[config.mk]
export PLATFORM = sky130hd
export DESIGN_NAME = sample_wait_counter
export DESIGN_NICKNAME = d
export VERILOG_FILES = /design/src/rtl/wait_pkg.sv /design/src/rtl/wait_cfg_reg.sv /design/src/rtl/wait_dec_mux.sv /design/src/rtl/wait_accum.sv /design/src/rtl/wait_compare.sv /design/src/rtl/sample_wait_counter.sv
export SDC_FILE = /design/constraint.sdc
export NUM_CORES = 1
export LEC_CHECK = 0
export BUFFER_PORTS_ARGS = -buffer_cell sky130_fd_sc_hd__buf_2
export CORE_ASPECT_RATIO = 1.25
export CORE_MARGIN = 3
export CORE_UTILIZATION = 52
export CTS_BUF_LIST = sky130_fd_sc_hd__clkbuf_16
export CTS_CLUSTER_SIZE = 28
export DETAILED_ROUTE_END_ITERATION = 8
export PLACE_DENSITY = 0.76
export REMOVE_ABC_BUFFERS = 1
export SLEW_MARGIN = 20
export SYNTH_ARGS = -nofsm -noshare
export SYNTH_HDL_FRONTEND = slang
export SYNTH_SLANG_ARGS = --single-unit
[constraint.sdc]
create_clock -name clk -period 2.83 [get_ports clk]
set_input_delay 0.1415 -clock clk [delete_from_list [all_inputs] [get_ports clk]]
set_output_delay 0.1415 -clock clk [all_outputs]
set_load 0.005 [all_outputs]
[src/rtl/wait_pkg.sv]
package wait_pkg;
   typedef enum logic {
      DEC_SEL_A = 1'b0,
      DEC_SEL_B = 1'b1
   } dec_sel_e;
endpackage

[src/rtl/wait_cfg_reg.sv]
module wait_cfg_reg #(
   parameter int FIELD_W      = 10,
   parameter int RESET_THRESH = 1,
   parameter int RESET_DEC    = 1
) (
   input  logic               clk,
   input  logic               rst_n,
   input  logic               wr,
   input  logic [FIELD_W-1:0] wr_thresh,
   input  logic [FIELD_W-1:0] wr_dec_a,
   input  logic [FIELD_W-1:0] wr_dec_b,
   output logic [FIELD_W-1:0] thresh,
   output logic [FIELD_W-1:0] dec_a,
   output logic [FIELD_W-1:0] dec_b
);
   always_ff @(posedge clk or negedge rst_n) begin
      if (!rst_n) begin
         thresh <= FIELD_W'(RESET_THRESH);
         dec_a  <= FIELD_W'(RESET_DEC);
         dec_b  <= FIELD_W'(RESET_DEC);
      end else if (wr) begin
         thresh <= wr_thresh;
         dec_a  <= wr_dec_a;
         dec_b  <= wr_dec_b;
      end
   end
endmodule

[src/rtl/wait_dec_mux.sv]
module wait_dec_mux #(
   parameter int FIELD_W = 10
) (
   input  logic               dec_req,
   input  wait_pkg::dec_sel_e dec_sel,
   input  logic [FIELD_W-1:0] dec_a,
   input  logic [FIELD_W-1:0] dec_b,
   output logic [FIELD_W-1:0] dec_amt
);
   always_comb begin
      if (!dec_req)                          dec_amt = '0;
      else if (dec_sel == wait_pkg::DEC_SEL_B) dec_amt = dec_b;
      else                                   dec_amt = dec_a;
   end
endmodule

[src/rtl/wait_accum.sv]
module wait_accum #(
   parameter int ACC_W    = 12,
   parameter int FIELD_W  = 10,
   parameter bit SATURATE = 1'b1
) (
   input  logic               clk,
   input  logic               rst_n,
   input  logic               clear,
   input  logic               inc,
   input  logic [FIELD_W-1:0] dec_amt,
   output logic [ACC_W-1:0]   count
);
   localparam int SUM_W = ACC_W + 2;
   localparam logic [SUM_W-1:0] TOP = SUM_W'((1 << ACC_W) - 1);

   logic [SUM_W-1:0] sum;
   logic             neg;
   logic [ACC_W-1:0] next_count;

   assign sum = SUM_W'(count) + SUM_W'(inc) - SUM_W'(dec_amt);
   assign neg = sum[SUM_W-1];

   generate
      if (SATURATE) begin : g_sat
         always_comb begin
            if (neg)            next_count = '0;
            else if (sum > TOP) next_count = TOP[ACC_W-1:0];
            else                next_count = sum[ACC_W-1:0];
         end
      end else begin : g_wrap
         always_comb begin
            if (neg) next_count = '0;
            else     next_count = sum[ACC_W-1:0];
         end
      end
   endgenerate

   always_ff @(posedge clk or negedge rst_n) begin
      if (!rst_n)     count <= '0;
      else if (clear) count <= '0;
      else            count <= next_count;
   end
endmodule

[src/rtl/wait_compare.sv]
module wait_compare #(
   parameter int ACC_W   = 12,
   parameter int FIELD_W = 10
) (
   input  logic [ACC_W-1:0]   count,
   input  logic [FIELD_W-1:0] thresh,
   output logic               ready
);
   assign ready = (count >= ACC_W'(thresh));
endmodule

[src/rtl/sample_wait_counter.sv]
module sample_wait_counter #(
   parameter int FIELD_W      = 10,
   parameter int ACC_W        = 12,
   parameter bit SATURATE     = 1'b1,
   parameter int RESET_THRESH = 1,
   parameter int RESET_DEC    = 1
) (
   input  logic               clk,
   input  logic               rst_n,
   input  logic               sample_vld,
   input  logic               dec_req,
   input  logic               dec_sel,
   input  logic               cfg_wr,
   input  logic [FIELD_W-1:0] cfg_threshold,
   input  logic [FIELD_W-1:0] cfg_dec_a,
   input  logic [FIELD_W-1:0] cfg_dec_b,
   output logic               ready
);
   if (ACC_W <= FIELD_W) begin : g_bad_acc_w
      $error("ACC_W must exceed FIELD_W");
   end
   if (RESET_THRESH >= (1 << FIELD_W) || RESET_DEC >= (1 << FIELD_W)) begin : g_bad_reset
      $error("reset field values must fit FIELD_W");
   end

   logic [FIELD_W-1:0] thr_q, dec_a_q, dec_b_q, dec_amt;
   logic [ACC_W-1:0]   acc_count;
   wait_pkg::dec_sel_e sel_e;

   assign sel_e = wait_pkg::dec_sel_e'(dec_sel);

   wait_cfg_reg #(.FIELD_W(FIELD_W), .RESET_THRESH(RESET_THRESH), .RESET_DEC(RESET_DEC)) u_cfg (
      .clk(clk), .rst_n(rst_n), .wr(cfg_wr),
      .wr_thresh(cfg_threshold), .wr_dec_a(cfg_dec_a), .wr_dec_b(cfg_dec_b),
      .thresh(thr_q), .dec_a(dec_a_q), .dec_b(dec_b_q)
   );

   wait_dec_mux #(.FIELD_W(FIELD_W)) u_mux (
      .dec_req(dec_req), .dec_sel(sel_e), .dec_a(dec_a_q), .dec_b(dec_b_q), .dec_amt(dec_amt)
   );

   wait_accum #(.ACC_W(ACC_W), .FIELD_W(FIELD_W), .SATURATE(SATURATE)) u_acc (
      .clk(clk), .rst_n(rst_n), .clear(cfg_wr), .inc(sample_vld),
      .dec_amt(dec_amt), .count(acc_count)
   );

   wait_compare #(.ACC_W(ACC_W), .FIELD_W(FIELD_W)) u_cmp (
      .count(acc_count), .thresh(thr_q), .ready(ready)
   );
endmodule

==> insert_results.sql <==
INSERT INTO impl_metrics (metric_group, metric, value, unit) VALUES
('layout', 'n_fill_cell', '345', ''),
('synthesis', 'ys_seq_elements', '42', ''),
('clock_network', 'cts_tree', 'yes', ''),
('floorplanning', 'core_area', '0.00483', 'mm^2'),
('power_and_ir_drop', 'leakage', '0.00160', 'uW'),
('synthesis', 'biggest_area_contributors_in_the_synthesized_netlist', 'sky130_fd_sc_hd__dfrtp_1 (37%), sky130_fd_sc_hd__mux2_2 (13%), sky130_fd_sc_hd__ha_1 (10%)', ''),
('layout', 'antenna-diode-count', '0', ''),
('sta', 'hold-worst-slack', '-12.3', 'ps'),
('drt', 'drcViolationCount', '0', ''),
('layout', 'instances_no_fill', '375', ''),
('placement', 'dp_hpwl', '3.83', 'mm'),
('sta', 'fin_ws', '-60.5', 'ps'),
('setup_path', 'setup.worst_path.class', 'flip-flop to flip-flop', ''),
('layout', 'multi_input_area', '0.00163', 'mm^2'),
('sta', 'timing.final.setup_violations', '12', ''),
('sta', 'highest_attainable_clock_frequency', '0.346', 'GHz'),
('setup_path', 'worstPathMaxFanout', '6', ''),
('setup_path', 'timing.critical_path.mode_cell', 'sky130_fd_sc_hd__ha_4', ''),
('setup_path', 'worstSetupStartpointType', 'flip-flop', ''),
('setup_path', 'reg2regPathDepth', '14', ''),
('setup_path', 'r2r_setup_slack', '-60', 'ps'),
('global_routing', 'grt_overflow', '0', ''),
('setup_path', 'worst_ep_arrival_time', '3060', 'ps'),
('placement', 'routabilityCongestion', '0.919', ''),
('clock_network', 'tritoncts.num_buffers', '5', ''),
('sta', 'min_period', '2890', 'ps'),
('run_status', 'violations', 'hold timing, setup timing', ''),
('sta', 'final-hold-violation-count', '39', ''),
('synthesis', 'yosys.cell_count.top_type', 'sky130_fd_sc_hd__dfrtp_1', ''),
('placement', 'placed_instance_count', '360', ''),
('layout', 'area.sequential', '0.00106', 'mm^2'),
('setup_path', 'cpMaxStageDelayCell', 'sky130_fd_sc_hd__dfrtp_1', ''),
('sta', 'slew_violations', '0', ''),
('sta', 'relSlewSlack', '39.1', '%'),
('layout', 'final_util', '70.0', '%'),
('synthesis', 'synth_area_per_cell', '10.4', 'um^2'),
('global_routing', 'grt_first_pass_wirelength', '9.72', 'mm'),
('global_routing', 'grt_start_max_net_pins', '43', ''),
('drt', 'routed_via_count_divided_by_cell_count', '5.53', ''),
('floorplanning', 'initial_utilization', '54.9', '%'),
('setup_path', 'setup.worst_path.end_class', 'flip-flop', ''),
('sta', 'finalSetupTns', '-575', 'ps'),
('layout', 'final_std_cell_area_no_fill', '0.00338', 'mm^2'),
('floorplanning', 'chip_width', '69.9', 'um'),
('global_routing', 'grt_antenna_before_repair', '0', ''),
('clock_network', 'clock_buffer_depth', '2', ''),
('synthesis', 'ys.flop_type', 'sky130_fd_sc_hd__dfrtp_1', ''),
('sta', 'worst_slew_pin_slew', '913', 'ps'),
('clock_network', 'worstSkewPairLatency', '290', 'ps'),
('layout', 'syn2layout_area_growth', '27.5', '%'),
('run_status', 'outcome', 'finished, violations left', ''),
('synthesis', 'synth_top_area_share', '36.8', '%'),
('drt', 'detail_route.wl_per_cell', '15.5', 'um'),
('synthesis', 'synth_async_sr_flop_share', '100', '%'),
('synthesis', 'yosysWarnings', '0', ''),
('sta', 'final.setup_skew', '6.40', 'ps'),
('floorplanning', 'die_height', '85.9', 'um'),
('drt', 'vias', '2073', ''),
('power_and_ir_drop', 'powerDensity', '944', 'mW/mm^2'),
('synthesis', 'synth_common_cells', 'sky130_fd_sc_hd__dfrtp_1 (39), sky130_fd_sc_hd__mux2_2 (30), sky130_fd_sc_hd__nand2_1 (23)', ''),
('sta', 'setup_repair_after_global_routing_missed_its_margin', 'true', ''),
('synthesis', 'synthesis.instances', '256', ''),
('setup_path', 'crit_reg_reg_endpoint', 'u_acc.count[2]', ''),
('power_and_ir_drop', 'maximum_resistive_drop_on_vdd', '0.478', 'mV'),
('placement', 'place_area', '0.00299', 'mm^2'),
('setup_path', 'crit_required', '3000', 'ps'),
('hold_path', 'hold_class', 'primary input to async pin', ''),
('clock_network', 'library_cell_used_as_clock_root_buffer', 'sky130_fd_sc_hd__clkbuf_16', ''),
('synthesis', 'synthDominantAreaCellType', 'sky130_fd_sc_hd__dfrtp_1', ''),
('drt', 'ant_nets', '0', ''),
('clock_network', 'htree_num_levels', '2', '');
==> cells in the final DEF (no fill, tap or decap), types with 7 or more instances in the layout <==
master,Yosys,layout
sky130_fd_sc_hd__nand2_1,23,22
sky130_fd_sc_hd__ha_1,22,17
sky130_fd_sc_hd__mux2_2,30,30
sky130_fd_sc_hd__a21oi_1,21,16
sky130_fd_sc_hd__inv_1,16,16
sky130_fd_sc_hd__buf_4,0,20
sky130_fd_sc_hd__o21ai_0,17,15
sky130_fd_sc_hd__o21a_1,7,7
sky130_fd_sc_hd__xnor2_1,10,8
sky130_fd_sc_hd__buf_2,1,36
sky130_fd_sc_hd__dfrtp_1,39,37
==> power breakdown <==
| part | switching, uW | internal, uW | leakage [uW] |
|---|---|---|---|
| sequential | 129 | 717 | 0.000504 |
| combinational | 794 | 799 | 0.00100 |
| clock | 248 | 507 | 0.0000940 |
| total | 1170 | 2020 | 0.00160 |
==> flip-flops by register name (all words and copies together), names as in the netlist <==
register,cells
u_acc.count,12
u_cfg.dec_a,10
u_cfg.dec_b,10
u_cfg.thresh,10
==> through the flow <==
| step | hold slack, ps | worst slack (ps) |
|---|---|---|
| finish | -12.3 | -60.5 |
| detailed placement | 335 | -152 |
| global placement | 315 | -5.28 |
| CTS | 24.3 | -110 |
| floorplan | -154 | -118 |
| global route | 71.3 | -165 |
==> critical path, delay by kind of cell, from the launching register on <==
family          cells  cell delay [ps]
compound gates      6             1070
xor+xnor            1              210
fa+ha+maj           3              570
buf+inv             1              190
flops               1              380
simple gates        3              320
==> area by class of cell <==
type	instances	share of cell area, %
Multi-Input combinational cell	190	48.3
Sequential cell	42	31.2
Timing Repair Buffer	59	10.8
Clock buffer	5	3.70
Tap cell	60	2.22
Clock inverter	3	2.03
Inverter	16	1.77
==> routing by layer <==
layer / up-vias / routed length (um) / track usage (%)
li1: 1022 / - / -
met1: 980 / 2400 / 23.8
met2: 55 / 3010 / 36.8
met3: 16 / 265 / 4.10
met4: 0 / 150 / 7.49
met5: - / 0 / 0
==> kinds of logic after synthesis <==
family	synth area share [%]
AOI/OAI and AO/OA	14.5
xor gates and xnor gates	5.28
adders and majority gates	11.1
buffers and inverters	3.72
DFF	39.7
muxes	13.5
and+or+nand+nor	12.1
==> worst max-delay path by stage <==
stage	from	to	slack [ps]	cells after the start
after floorplan	u_acc.count[0]	u_acc.count[0]	-120	13
after global placement	u_acc.count[0]	u_acc.count[2]	-5	14
after detailed placement	u_acc.count[0]	u_acc.count[4]	-150	14
after CTS	u_acc.count[0]	u_acc.count[10]	-110	12
after global routing	u_acc.count[0]	u_acc.count[0]	-170	14
final	u_acc.count[0]	u_acc.count[2]	-60	14
==> timing repair <==
| action | CTS | global route |
|---|---|---|
| gates cloned | 1 | 0 |
| setup endpoints to repair | 12 | 12 |
| gates resized for setup | 21 | 11 |
| hold buffers | 0 | 0 |
| pin swaps | 11 | 7 |
| buffers inserted | 5 | 1 |
Power figures use the tool's default switching activity.
